**config.mk**
```make
export PLATFORM = sky130hd
export DESIGN_NAME = audio_clkgen
export DESIGN_NICKNAME = d
export VERILOG_FILES = /design/src/rtl/aclk_pkg.sv /design/src/rtl/aclk_sync.sv /design/src/rtl/aclk_divider.sv /design/src/rtl/aclk_phase_mon.sv /design/src/rtl/audio_clkgen.sv
export SDC_FILE = /design/constraint.sdc
export NUM_CORES = 1
export LEC_CHECK = 0
export BUFFER_PORTS_ARGS = -buffer_cell sky130_fd_sc_hd__buf_2
export CELL_PAD_IN_SITES_DETAIL_PLACEMENT = 0
export CELL_PAD_IN_SITES_GLOBAL_PLACEMENT = 1
export CORE_ASPECT_RATIO = 1.1
export CORE_MARGIN = 2
export CORE_UTILIZATION = 51
export DETAILED_ROUTE_END_ITERATION = 8
export PLACE_DENSITY_LB_ADDON = 0.1
export SLEW_MARGIN = 20
export SYNTH_ARGS = -nofsm -noshare
export SYNTH_HDL_FRONTEND = slang
export SYNTH_HIERARCHICAL = 1
export SYNTH_SLANG_ARGS = --single-unit
```
**constraint.sdc**
```tcl
create_clock -name clk -period 4.4 [get_ports clk]
set_clock_uncertainty 0.15 [all_clocks]
set_input_delay 0 -clock clk [delete_from_list [all_inputs] [get_ports clk]]
set_output_delay 0 -clock clk [all_outputs]
set_load 0.01 [all_outputs]
```
**src/rtl/aclk_pkg.sv**
```systemverilog
package aclk_pkg;
  typedef struct packed {
    logic master;
    logic x2;
    logic short_frame;
  } aclk_cfg_t;

  function automatic int frame_cycles(input int base, input logic x2);
    return x2 ? 2 * base : base;
  endfunction
endpackage

```
**src/rtl/aclk_sync.sv**
```systemverilog
module aclk_sync #(
  parameter int STAGES = 2,
  parameter int W      = 2
) (
  input  logic         clk,
  input  logic         rst_n,
  input  logic [W-1:0] d,
  output logic [W-1:0] q
);
  logic [STAGES-1:0][W-1:0] stg;

  always_ff @(posedge clk or negedge rst_n) begin
    if (!rst_n) begin
      stg <= '0;
    end else begin
      for (int i = STAGES - 1; i > 0; i--) stg[i] <= stg[i-1];
      stg[0] <= d;
    end
  end

  assign q = stg[STAGES-1];
endmodule

```
**src/rtl/aclk_divider.sv**
```systemverilog
module aclk_divider #(
  parameter int BASE_RATIO = 256,
  parameter int FRAME_BITS = 64
) (
  input  logic clk,
  input  logic rst_n,
  input  logic run,
  input  logic x2,
  input  logic short_frame,
  output logic bclk,
  output logic wclk
);
  localparam int LB  = $clog2(BASE_RATIO);
  localparam int LF  = $clog2(FRAME_BITS);
  localparam int CW  = LB + 1;
  localparam int IXW = $clog2(CW);

  logic [CW-1:0]  cnt;
  logic [CW-1:0]  last;
  logic [IXW-1:0] w_ix;
  logic [IXW-1:0] b_ix;
  int             frame_lg;
  int             bits_lg;

  always_comb begin
    frame_lg = x2 ? LB + 1 : LB;
    bits_lg  = short_frame ? LF - 1 : LF;
    last     = x2 ? CW'(2 * BASE_RATIO - 1) : CW'(BASE_RATIO - 1);
    w_ix     = IXW'(frame_lg - 1);
    b_ix     = IXW'(frame_lg - bits_lg - 1);
  end

  always_ff @(posedge clk or negedge rst_n) begin
    if (!rst_n)           cnt <= '0;
    else if (!run)        cnt <= '0;
    else if (cnt >= last) cnt <= '0;
    else                  cnt <= cnt + 1'b1;
  end

  assign bclk = cnt[b_ix];
  assign wclk = cnt[w_ix];
endmodule

```
**src/rtl/aclk_phase_mon.sv**
```systemverilog
module aclk_phase_mon #(
  parameter int BASE_RATIO = 256,
  parameter int PHASE_TOL  = 10
) (
  input  logic clk,
  input  logic rst_n,
  input  logic mon,
  input  logic x2,
  input  logic src_sel,
  output logic pulse
);
  localparam int IW = $clog2(4 * BASE_RATIO) + 1;

  logic [IW-1:0] ivl;
  logic [IW-1:0] nom;
  logic [IW-1:0] dev;
  logic          prev;
  logic          armed;
  logic          src_q;
  logic          rise;
  logic          src_chg;
  logic          late;

  always_comb begin
    nom     = x2 ? IW'(2 * BASE_RATIO) : IW'(BASE_RATIO);
    dev     = (ivl >= nom) ? ivl - nom : nom - ivl;
    late    = dev > IW'(PHASE_TOL);
    rise    = mon & ~prev;
    src_chg = src_sel ^ src_q;
  end

  always_ff @(posedge clk or negedge rst_n) begin
    if (!rst_n) begin
      ivl   <= '0;
      prev  <= 1'b0;
      armed <= 1'b0;
      src_q <= 1'b0;
      pulse <= 1'b0;
    end else begin
      prev  <= mon;
      src_q <= src_sel;
      pulse <= 1'b0;
      ivl   <= (&ivl) ? ivl : ivl + 1'b1;
      if (rise) begin
        ivl <= IW'(1);
        if (armed && late) begin
          pulse <= 1'b1;
          armed <= 1'b0;
        end else begin
          armed <= 1'b1;
        end
      end
      if (src_chg) armed <= 1'b0;
    end
  end
endmodule

```
**src/rtl/audio_clkgen.sv**
```systemverilog
module audio_clkgen
  import aclk_pkg::*;
#(
  parameter int BASE_RATIO  = 256,
  parameter int FRAME_BITS  = 64,
  parameter int PHASE_TOL   = 10,
  parameter int SYNC_STAGES = 2
) (
  input  logic clk,
  input  logic rst_n,
  input  logic master_en,
  input  logic mclk_x2,
  input  logic short_frame,
  input  logic bclk_in,
  input  logic wclk_in,
  output logic pins_oe,
  output logic bclk_o,
  output logic wclk_o,
  output logic core_bclk,
  output logic core_wclk,
  output logic phase_rst
);
  aclk_cfg_t cfg;
  logic      gen_b;
  logic      gen_w;
  logic      rx_b;
  logic      rx_w;
  logic      mon_w;

  assign cfg = '{master: master_en, x2: mclk_x2, short_frame: short_frame};

  aclk_sync #(.STAGES(SYNC_STAGES), .W(2)) u_sync (
    .clk  (clk),
    .rst_n(rst_n),
    .d    ({bclk_in, wclk_in}),
    .q    ({rx_b, rx_w})
  );

  aclk_divider #(.BASE_RATIO(BASE_RATIO), .FRAME_BITS(FRAME_BITS)) u_div (
    .clk        (clk),
    .rst_n      (rst_n),
    .run        (cfg.master),
    .x2         (cfg.x2),
    .short_frame(cfg.short_frame),
    .bclk       (gen_b),
    .wclk       (gen_w)
  );

  assign mon_w = cfg.master ? gen_w : rx_w;

  aclk_phase_mon #(.BASE_RATIO(BASE_RATIO), .PHASE_TOL(PHASE_TOL)) u_mon (
    .clk    (clk),
    .rst_n  (rst_n),
    .mon    (mon_w),
    .x2     (cfg.x2),
    .src_sel(cfg.master),
    .pulse  (phase_rst)
  );

  assign pins_oe   = cfg.master;
  assign bclk_o    = gen_b;
  assign wclk_o    = gen_w;
  assign core_bclk = cfg.master ? gen_b : rx_b;
  assign core_wclk = mon_w;
endmodule

```
==> results of run 1 <==
## timing repair
action,4_1_cts,5_1_grt
hold buffers,4,0
resized for setup,0,0
hold endpoints to repair,34,0
## layer usage
layer | part of all wire (%) | global-route usage [%] | up-vias
met5 | 0 | 0 | -
met4 | 1.3 | 6.94 | 0
met3 | 2.1 | 2.47 | 6
met2 | 52 | 40.5 | 25
met1 | 45 | 24.9 | 736
li1 | - | - | 738
## worst max-delay path by stage
| stage | end | startpoint | slack (ps) |
|---|---|---|---|
| after floorplan | u_mon/pulse | u_mon/ivl[0] | 2190 |
| after global placement | u_mon/pulse | u_mon/ivl[0] | 2130 |
| after detailed placement | u_mon/pulse | u_mon/ivl[0] | 2080 |
| after CTS | u_mon/pulse | u_mon/ivl[0] | 2060 |
| after global routing | u_mon/pulse | u_mon/ivl[0] | 1840 |
| final | u_mon/pulse | u_mon/ivl[0] | 2060 |
## cell families (layout without fill, tap and decap cells)
| logic type | Yosys count | count (layout) | share of synthesized area, % |
|---|---|---|---|
| AOI/OAI and AO/OA | 40 | 40 | 15.6 |
| xor gates and xnor gates | 15 | 15 | 6.83 |
| adders and majority gates | 11 | 11 | 7.55 |
| buffers and inverters | 24 | 31 | 6.05 |
| DFF | 28 | 28 | 36.4 |
| muxes | 7 | 7 | 5.40 |
| and+or+nand+nor | 74 | 74 | 22.1 |
## state kept, by name, summed over array words and instances (netlist names)
signal and flops:
u_mon/ivl 11, u_div/cnt 9, u_sync/q 2, u_sync/stg 2
u_mon/armed 1, u_mon/prev 1, u_mon/pulse 1, u_mon/src_q 1
## where the power goes
part / switching [W] / leakage, nW / internal [W]
combinational: 0.000122 / 0.531 / 0.000102
clock: 0.0000812 / 0.0357 / 0.000122
sequential: 0.0000476 / 0.369 / 0.000280
## stage by stage
stage	cell area, µm²	util [%]	worst slack [ps]	power (W)	instances
after floorplan	1920	-	2190	0.000511	199
after global placement	1970	54.3	2130	0.000546	248
after detailed placement	1970	54.3	2080	0.000550	248
after CTS	2080	57.4	2060	0.000756	256
after global routing	2080	57.4	1840	0.000806	256
final	2080	57.4	2060	0.000754	256
## area by class of cell
class	count	area share, %
multi-input cells	147	53.1
well taps	50	3.00
clock inverters	1	1.44
clock buffers	3	1.98
flip-flops and latches	28	33.7
repair buffers	16	4.81
inverters	11	1.98
## cell usage in the layout (no fill, tap or decap), types with 2 or more instances in the layout
master and n:
and4_1 2, a41oi_1 5, mux2_2 4, ha_1 10, and3_1 5, o21ai_0 3
nor2b_1 4, buf_2 12, clkbuf_8 3, o21a_1 3, a31oi_1 6, inv_1 11
nand2_1 12, xor2_1 6, xnor2_1 9, nor2_1 21, nand4_1 6, o32ai_1 2
nand2b_1 2, dlygate4sd3_1 4, a21oi_1 10, nand3_1 5, dfrtp_1 28, nor3_1 3
==> flow_metrics.py, run 1 <==
metrics = {
    "outcome": {
        "outcome": "finished, final reports clean",
    },
    "timing": {
        "finalCriticalPeriod_ps": 2340,
        "min_period_over_period_pct": 53.2,
        "whs_ps": 126,
        "relSlewSlack_pct": 39.6,
        "max_slew.worst_pin.slew_ps": 904,
        "finalHoldViolCount": 0,
        "drv_slew": 0,
        "setup_viol": 0,
        "rsz0062_at_grt": "false",
        "fin_setup_tns_ps": 0,
        "clock.fmax_mhz": 428,
    },
    "synthesis": {
        "synth_top_area_cell": "dfrtp_1",
        "synth-async-reset-ratio_pct": 100,
        "synth.avg_cell_area_um2": 9.66,
        "synth-seq-cells": 28,
        "synth_commonest_cells": "dfrtp_1 (28), nor2_1 (21), nand2_1 (12)",
        "yosys_warnings": 6,
        "synth_edf_count": 0,
        "syn_area_mm2": 0.00192,
        "synth_area_leaders": "dfrtp_1 (36%), ha_1 (6.5%), nor2_1 (4.1%)",
        "synth_cells": 199,
        "synth_cell_type_count": 54,
        "synth_most_common_cell": "dfrtp_1",
        "seq_area_frac_synth_pct": 36.4,
        "synth_top_area_share_pct": 36.4,
        "synthesis.nets": 217,
        "synth_ff_type": "dfrtp_1",
    },
    "global_routing": {
        "grt_pass1_vias": 1541,
        "antenna_found_initial": 0,
        "gr-total-overflow": 0,
        "grt_pass1_wl_mm": 7.03,
        "grt_max_degree": 29,
        "grt.total_usage_pct": 21.1,
    },
    "floorplanning": {
        "dieArea_mm2": 0.00428,
        "start_util_pct": 53.0,
        "rows": 23,
        "coreArea_mm2": 0.00363,
        "io_pins": 13,
        "die_x_um": 62.6,
        "die_h_um": 68.4,
    },
    "power_and_ir_drop": {
        "peakVddDrop_uv": 192,
        "p_per_area_mw_per_mm2": 362,
        "p_leak_nw": 0.935,
    },
    "critical_path": {
        "critical_path_class": "register to register",
        "max_stage_delay_ps": 480,
        "worstPathRequired_ps": 4420,
        "worstRegToRegCells": 8,
        "cp-start-kind": "register",
        "path_cells": "inv_1, ha_1, nor2b_1, nand3_2, and4_4, o311ai_1, nand4_1, and3_1",
        "rrSetupSlack_ps": 2060,
        "critical_path.top_delay_family": "simple AND/OR/NAND/NOR gates",
        "end_kind": "register",
        "cp.arrival_ps": 2360,
        "worstSetupPathDepth": 8,
        "reg2reg_from": "u_mon/ivl[0]",
        "r2r_end": "u_mon/pulse",
        "path_max_fanout": 9,
        "slowest_stage": "dfrtp_1",
        "cp_num_buf_inv": 1,
    },
    "routing": {
        "drtAntennaViolNets": 0,
        "num_vias": 1505,
        "drt_iter0_drc": 132,
        "wl_mm": 4.08,
        "vias_per_cell": 5.88,
        "firstDrtPassIters": 4,
        "drc": 0,
        "routedWlPerCell_um": 15.9,
    },
    "clock_network": {
        "post-cts-setup-buffer-count": 0,
        "cts_sinks": 28,
        "clkTransAtPathRegs_ps": 100,
        "clock_latency_ps": 270,
        "ctsLongestPathBuffers": 2,
        "cts_made_buffers": 3,
        "cts_tree": "yes",
        "cts-root-buf": "clkbuf_8",
        "htree_levels": 1,
    },
    "flow_run": {
        "drv_cap": 0,
    },
    "layout": {
        "areaGrowthSynthToFinish_pct": 8.26,
        "drive_above_1_share_pct": 13.6,
        "insertedDiodeCount": 0,
        "multi_input_area_mm2": 0.00111,
        "n_fill_cell": 354,
        "final-seq-area_um2": 701,
        "fin_nets": 225,
    },
    "place": {
        "dp_hpwl_mm": 3.01,
        "place.gp.congestion": 0.889,
        "numPortBuffers": 12,
    },
    "min_path": {
        "min_path_type": "primary input to async pin",
    },
}
(Power assumes the default switching activity.)
==> inputs of run 2 (changes only) <==
--- a/config.mk
+++ b/config.mk
@@ -5,12 +5,13 @@
 export SDC_FILE = /design/constraint.sdc
 export NUM_CORES = 1
 export LEC_CHECK = 0
+export ABC_AREA = 1
 export BUFFER_PORTS_ARGS = -buffer_cell sky130_fd_sc_hd__buf_2
 export CELL_PAD_IN_SITES_DETAIL_PLACEMENT = 0
 export CELL_PAD_IN_SITES_GLOBAL_PLACEMENT = 1
 export CORE_ASPECT_RATIO = 1.1
 export CORE_MARGIN = 2
-export CORE_UTILIZATION = 51
+export CORE_UTILIZATION = 45
 export DETAILED_ROUTE_END_ITERATION = 8
 export PLACE_DENSITY_LB_ADDON = 0.1
 export SLEW_MARGIN = 20
==> constraint.sdc (replaced) <==
create_clock -name clk -period 2.4 [get_ports clk]
set_clock_uncertainty 0.15 [all_clocks]
set_input_delay 0 -clock clk [delete_from_list [all_inputs] [get_ports clk]]
set_output_delay 0 -clock clk [all_outputs]
set_load 0.01 [all_outputs]
==> run 2 against run 1 <==
Register-to-register slack got worse by 1800 ps. Die area up 17%. Routed wire length increased by 4.2%. Sequential cell count stayed put. First-iteration DRC count is 61% lower. Via count increased by 11%. Critical path depth rose by 4. Highest routed layer unchanged. Count of clock-buffer cells in the layout is the same. Sequential share of layout area down 1.8 points. Largest cell class unchanged. Power is 89% higher.
==> flow_metrics.py, run 2 <==
metrics = {
    "global_routing": {
        "use_met3_pct": 2.14,
        "use_met1_pct": 23.0,
        "met2_usage_pct": 35.5,
        "grt_busiest_layer": "met2",
        "gr-total-overflow": 0,
        "antenna_found_initial": 0,
        "grt.total_usage_pct": 19.3,
        "grt_pass1_vias": 1617,
        "grt_max_degree": 29,
        "grt_pass1_wl_mm": 7.25,
    },
    "critical_path": {
        "cp_num_buf_inv": 1,
        "critical_path.top_delay_family": "simple AND/OR/NAND/NOR gates",
        "reg2reg_from": "u_mon/ivl[9]",
        "max_stage_delay_ps": 410,
        "critPathLaunch": "u_mon/ivl[9]",
        "critical_path_class": "register to register",
        "rrSetupSlack_ps": 270,
        "path_max_fanout": 8,
        "cp.arrival_ps": 2200,
        "path_cells": "ha_1, inv_1, nor2_4, nor2_8, nand2_4, nand2_4, nand2_1, nand3_1, nand2_1, a21oi_2, nand2_1, a21oi_2",
        "path_common_cell": "nand2_1",
        "end_kind": "register",
        "worstPathRequired_ps": 2470,
        "r2r_end": "u_mon/armed",
        "slowest_stage": "dfrtp_1",
        "cp-start-kind": "register",
        "worstRegToRegCells": 12,
    },
    "layout": {
        "final_common_cell": "nand2_1",
        "max_flop_register": "u_mon/ivl",
        "areaGrowthSynthToFinish_pct": 10.0,
        "insertedDiodeCount": 0,
        "multi_input_area_mm2": 0.00107,
        "drive_above_1_share_pct": 16.0,
        "final-seq-area_um2": 701,
        "fin_nets": 301,
        "final_cell_mix": "nand2_1 (53), inv_1 (41), dfrtp_1 (28)",
        "largestRegisters": "u_mon/ivl x11, u_div/cnt x9",
        "n_fill_cell": 437,
        "largest_reg_flops": 11,
    },
    "clock_network": {
        "clkTransAtPathRegs_ps": 100,
        "clock_latency_ps": 280,
        "cts-root-buf": "clkbuf_8",
        "cts_tree": "yes",
        "htree_levels": 1,
        "cts_made_buffers": 3,
        "cts_sinks": 28,
        "ctsLongestPathBuffers": 2,
        "post-cts-setup-buffer-count": 0,
    },
    "synthesis": {
        "syn_area_mm2": 0.00200,
        "synth_most_common_cell": "nand2_1",
        "synth-simple-area-share_pct": 33.6,
        "yosys_warnings": 6,
        "muxShareOfSynthArea_pct": 0,
        "synth-compound-area-share_pct": 9.83,
        "seq_area_frac_synth_pct": 35.1,
        "synth_cell_type_count": 33,
        "synth_top_area_cell": "dfrtp_1",
        "synth_edf_count": 0,
        "synth_fa_ha_area_share_pct": 7.26,
        "synth_cells": 267,
        "synth_area_leaders": "dfrtp_1 (35%), nand2_1 (10%), inv_1 (7.7%)",
        "synth_top_area_share_pct": 35.1,
        "synth_top_family_by_area": "simple AND/OR/NAND/NOR gates",
        "synth-seq-cells": 28,
        "synth_ff_type": "dfrtp_1",
        "synth.avg_cell_area_um2": 7.48,
        "synthesis.nets": 285,
        "synth-async-reset-ratio_pct": 100,
        "synth-xor-area-share_pct": 3.07,
        "synth_commonest_cells": "nand2_1 (53), inv_1 (41), dfrtp_1 (28)",
    },
    "power_and_ir_drop": {
        "p_sw_w": 0.000510,
        "power.share.clock_pct": 26.1,
        "p_comb_share_pct": 33.1,
        "p_per_area_mw_per_mm2": 647,
        "power.internal_w": 0.000912,
        "total_power_w": 0.00142,
        "peakVddDrop_uv": 320,
        "swShare_pct": 35.9,
        "p_leak_nw": 1.12,
        "seqPwrFrac_pct": 40.8,
    },
    "routing": {
        "firstDrtPassIters": 4,
        "drc": 0,
        "drtAntennaViolNets": 0,
        "routedWlPerCell_um": 12.6,
        "vias_per_cell": 4.97,
        "num_vias": 1671,
        "drt_iter0_drc": 51,
        "wl_mm": 4.25,
    },
    "min_path": {
        "min_path_type": "primary input to register",
        "min_from": "mclk_x2",
        "min_to": "u_mon/prev",
        "min_path_cells": 5,
    },
    "timing": {
        "setup_viol": 0,
        "fin_setup_tns_ps": 0,
        "clock.fmax_mhz": 469,
        "max_slew.worst_pin.slew_ps": 637,
        "relSlewSlack_pct": 57.5,
        "finalCriticalPeriod_ps": 2130,
        "min_period_over_period_pct": 88.8,
        "finalHoldViolCount": 0,
        "rsz0062_at_grt": "false",
        "drv_slew": 0,
    },
    "floorplanning": {
        "die_x_um": 67.5,
        "dieArea_mm2": 0.00499,
        "start_util_pct": 46.6,
        "rows": 25,
        "die_h_um": 73.9,
        "coreArea_mm2": 0.00429,
        "io_pins": 13,
    },
    "place": {
        "place.gp.congestion": 0.779,
        "numPortBuffers": 12,
        "dp_hpwl_mm": 3.28,
    },
    "outcome": {
        "outcome": "finished, final reports clean",
    },
    "flow_run": {
        "drv_cap": 0,
    },
}
[run 2: cell count changes after synthesis, sizes merged, moves of 5 or more]
| cell | before | now |
|---|---|---|
| clkbuf | 5 | 0 |
| a41oi | 5 | 0 |
| nand2 | 12 | 58 |
| xnor2 | 9 | 4 |
| nor2 | 22 | 34 |
| o21ai | 3 | 19 |
| inv | 11 | 47 |
| nand3 | 6 | 30 |
[run 2: kinds of logic (layout without fill, tap and decap cells)]
group           Yosys count  count (layout)
simple gates            133             133
buf+inv                  53              68
compound gates           35              35
flops                    28              28
fa+ha+maj                11              11
xor+xnor                  7               7
[run 2: through the flow]
step / std cells / setup WS (ps) / area [µm²] / hold WS (ps) / util (%)
floorplan: 267 / 493 / 2000 / -446 / -
global placement: 328 / 304 / 2090 / -93.7 / 48.7
detailed placement: 328 / 294 / 2090 / -91.4 / 48.7
CTS: 336 / 264 / 2200 / 88.4 / 51.3
global route: 336 / 125 / 2200 / 106 / 51.3
finish: 336 / 268 / 2200 / 79.4 / 51.3
[run 2: cell type report]
class                           count  share of cell area (%)
Clock inverter                      1                    1.37
Multi-Input combinational cell    186                    48.9
Sequential cell                    28                    31.9
Inverter                           47                    8.03
Timing Repair Buffer               17                    4.89
Tap cell                           54                    3.07
Clock buffer                        3                    1.88
[run 2: how the worst max path moves through the flow]
stage	endpoint	slack, ps	depth (start not counted)
4_1_cts	u_mon/armed	260	12
2_1_floorplan	u_mon/ivl[0]	490	10
3_5_place_dp	u_mon/armed	290	12
5_1_grt	u_mon/armed	130	12
6_report	u_mon/armed	270	12
3_3_place_gp	u_mon/armed	300	12
[run 2: what timing repair did]
item                                   CTS  global route
hold buffers                             4             0
endpoints found under the hold margin   33             0
gates resized for setup                  0             0
[run 2: power groups by stage]
stage | logic (W) | clock network (W) | registers (W)
floorplan | 0.000401 | 0 | 0.000563
global placement | 0.000466 | 0 | 0.000589
detailed placement | 0.000466 | 0 | 0.000591
CTS | 0.000474 | 0.000386 | 0.000582
global route | 0.000547 | 0.000399 | 0.000590
finish | 0.000471 | 0.000371 | 0.000580
[run 2: routing by layer]
layer,vias up,routed length (µm)
li1,874,-
met2,14,2210
met1,777,1920
met4,0,63
met5,-,0
met3,6,60
[run 2: worst min-delay path, delay by kind of cell]
family	cells	cell delay, ps
compound gates	1	100
simple gates	3	210
buf+inv	1	160
==> inputs of run 3 (changes only) <==
--- a/config.mk
+++ b/config.mk
@@ -11,11 +11,10 @@
 export CELL_PAD_IN_SITES_GLOBAL_PLACEMENT = 1
 export CORE_ASPECT_RATIO = 1.1
 export CORE_MARGIN = 2
-export CORE_UTILIZATION = 45
+export CORE_UTILIZATION = 44
 export DETAILED_ROUTE_END_ITERATION = 8
 export PLACE_DENSITY_LB_ADDON = 0.1
 export SLEW_MARGIN = 20
 export SYNTH_ARGS = -nofsm -noshare
 export SYNTH_HDL_FRONTEND = slang
-export SYNTH_HIERARCHICAL = 1
 export SYNTH_SLANG_ARGS = --single-unit
==> run 3 against run 2 <==
Combinational power is 17% lower. Sequential cell count stayed put. Final area fell by 5.6%. Critical path depth is the same. Critical endpoint is now u_mon.armed. Largest cell class unchanged. Largest power group unchanged.
==> flow_metrics.py, run 3 <==
metrics = {
    "outcome": {
        "outcome": "finished, final reports clean",
    },
    "synthesis": {
        "yosys_warnings": 0,
        "synth_ff_type": "dfrtp_1",
        "synth.avg_cell_area_um2": 7.53,
        "synth_commonest_cells": "nand2_1 (52), dfrtp_1 (28), inv_1 (28)",
        "synth_area_leaders": "dfrtp_1 (38%), nand2_1 (11%), ha_1 (6.9%)",
        "synth-seq-cells": 28,
        "synth_edf_count": 0,
        "synthesis.nets": 260,
        "seq_area_frac_synth_pct": 38.4,
        "syn_area_mm2": 0.00182,
        "synth-async-reset-ratio_pct": 100,
        "synth_cell_type_count": 30,
        "synth_most_common_cell": "nand2_1",
        "synth_cells": 242,
        "synth_top_area_cell": "dfrtp_1",
        "synth_top_area_share_pct": 38.4,
    },
    "critical_path": {
        "end_kind": "register",
        "worstPathRequired_ps": 2460,
        "slowest_stage": "dfrtp_1",
        "cp.arrival_ps": 2140,
        "max_stage_delay_ps": 420,
        "path_max_fanout": 8,
        "critical_path_class": "register to register",
        "path_cells": "ha_1, inv_1, nor2_1, nor2_4, nand2_2, nand2_4, nand3_1, nand2_1, nand2_1, nor2_1, nand3_1, a21oi_1",
        "cp-start-kind": "register",
    },
    "global_routing": {
        "grt_max_degree": 29,
        "gr-total-overflow": 0,
        "grt_pass1_vias": 1576,
        "grt.total_usage_pct": 19.5,
        "antenna_found_initial": 0,
        "grt_pass1_wl_mm": 7.15,
    },
    "floorplanning": {
        "io_pins": 13,
        "start_util_pct": 46.0,
        "rows": 24,
        "die_x_um": 65.4,
        "dieArea_mm2": 0.00467,
        "coreArea_mm2": 0.00396,
        "die_h_um": 71.5,
    },
    "timing": {
        "drv_slew": 0,
        "relSlewSlack_pct": 56.7,
        "fin_setup_tns_ps": 0,
        "clock.fmax_mhz": 480,
        "setup_viol": 0,
        "finalHoldViolCount": 0,
        "rsz0062_at_grt": "false",
        "whs_ps": 77.8,
        "min_period_over_period_pct": 86.8,
        "max_slew.worst_pin.slew_ps": 650,
        "finalCriticalPeriod_ps": 2080,
    },
    "clock_network": {
        "clock_latency_ps": 280,
        "ctsLongestPathBuffers": 2,
        "cts-root-buf": "clkbuf_8",
        "clkTransAtPathRegs_ps": 100,
        "htree_levels": 1,
        "cts_made_buffers": 3,
        "cts_tree": "yes",
        "cts_sinks": 28,
    },
    "layout": {
        "final_common_cell": "nand2_1",
        "post-route-util_pct": 52.3,
        "max_flop_register": "u_mon.ivl",
        "insertedDiodeCount": 0,
        "areaGrowthSynthToFinish_pct": 13.8,
        "fin_nets": 282,
        "largestRegisters": "u_mon.ivl x11, u_div.cnt x9",
        "final_cell_mix": "nand2_1 (52), inv_1 (28), dfrtp_1 (28)",
        "largest_reg_flops": 11,
        "drive_above_1_share_pct": 14.4,
    },
    "routing": {
        "num_vias": 1560,
        "drtAntennaViolNets": 0,
        "drt_iter0_drc": 83,
        "drc": 0,
        "routedWlPerCell_um": 12.5,
        "firstDrtPassIters": 4,
        "vias_per_cell": 4.95,
        "wl_mm": 3.95,
    },
    "place": {
        "dp_hpwl_mm": 3.07,
        "place.gp.congestion": 0.896,
        "numPortBuffers": 12,
    },
    "min_path": {
        "min_path_type": "primary input to register",
    },
    "power_and_ir_drop": {
        "p_leak_nw": 1.07,
        "peakVddDrop_uv": 337,
        "p_per_area_mw_per_mm2": 644,
    },
    "flow_run": {
        "drv_cap": 0,
    },
}
[run 3: cell count changes after synthesis, moves of 6 or more]
cell and change:
nand3_1 -6, xor2_1 +6, inv_1 -13, o21ai_0 -7, o21ai_1 +6, nor3_1 +6
[run 3: timing repair]
item / 4_1_cts / 5_1_grt
hold buffers: 4 / 0
hold endpoints to repair: 34 / 0
setup endpoints to repair: 0 / 1
gates resized for setup: 0 / 1
setup buffers: 0 / 1
[run 3: metal layers]
metal,share of wire (%),track usage (%)
met2,53,36.6
met1,44,23.5
met4,1.6,5.09
met3,1.6,2.04
met5,0,0
[run 3: final timing paths]
kind	startpoint	to	slack, ps	depth (start not counted)
max reg2reg	u_mon.ivl[9]	u_mon.armed	320	12
min reg2reg	u_sync.stg[0]	u_sync.q[0]	210	0
min	mclk_x2	u_mon.prev	80	5
min in group asynchronous	rst_n	u_div.cnt[0]	140	2
max	u_mon.ivl[9]	u_mon.armed	320	12
max in group asynchronous	rst_n	u_mon.ivl[7]	1530	2
[run 3: kinds of logic (layout without fill, tap and decap cells)]
kind of cell / Yosys count / after routing / share of synthesized area (%)
AO/OA/AOI/OAI: 31 / 31 / 9.20
XOR/XNOR: 11 / 11 / 5.29
adder cells (fa/ha/maj): 11 / 11 / 7.96
buffers and inverters: 39 / 60 / 8.30
flip-flops: 28 / 28 / 38.4
multiplexers: 1 / 1 / 0.618
AND/OR/NAND/NOR: 121 / 121 / 30.2
[run 3: final cells by class]
class	count	area (µm²)
Clock buffer	3	41.3
Clock inverter	1	30.0
Fill cell	398	1890
Inverter	37	139
Multi-Input combinational cell	175	976
Sequential cell	28	701
Tap cell	52	65.1
Timing Repair Buffer	19	123
[run 3: critical path, delay by kind of cell, from the launching register on]
family | cells | cell delay (ps)
AO/OA/AOI/OAI | 1 | 140
adder cells (fa/ha/maj) | 1 | 300
buffers and inverters | 1 | 110
flip-flops | 1 | 420
AND/OR/NAND/NOR | 9 | 900
[run 3: power breakdown]
group	switching, W	total [W]	internal, W
Sequential	0.0000573	0.000569	0.000512
Combinational	0.000244	0.000393	0.000149
Clock	0.000151	0.000375	0.000223
[run 3: stage by stage]
step	worst slack (ps)	total power [W]	std cells	instance area, µm²
floorplan	507	0.000861	242	1820
global placement	337	0.000969	306	1950
detailed placement	303	0.000963	306	1950
CTS	279	0.00135	314	2060
global route	23.1	0.00144	315	2070
finish	318	0.00134	315	2070
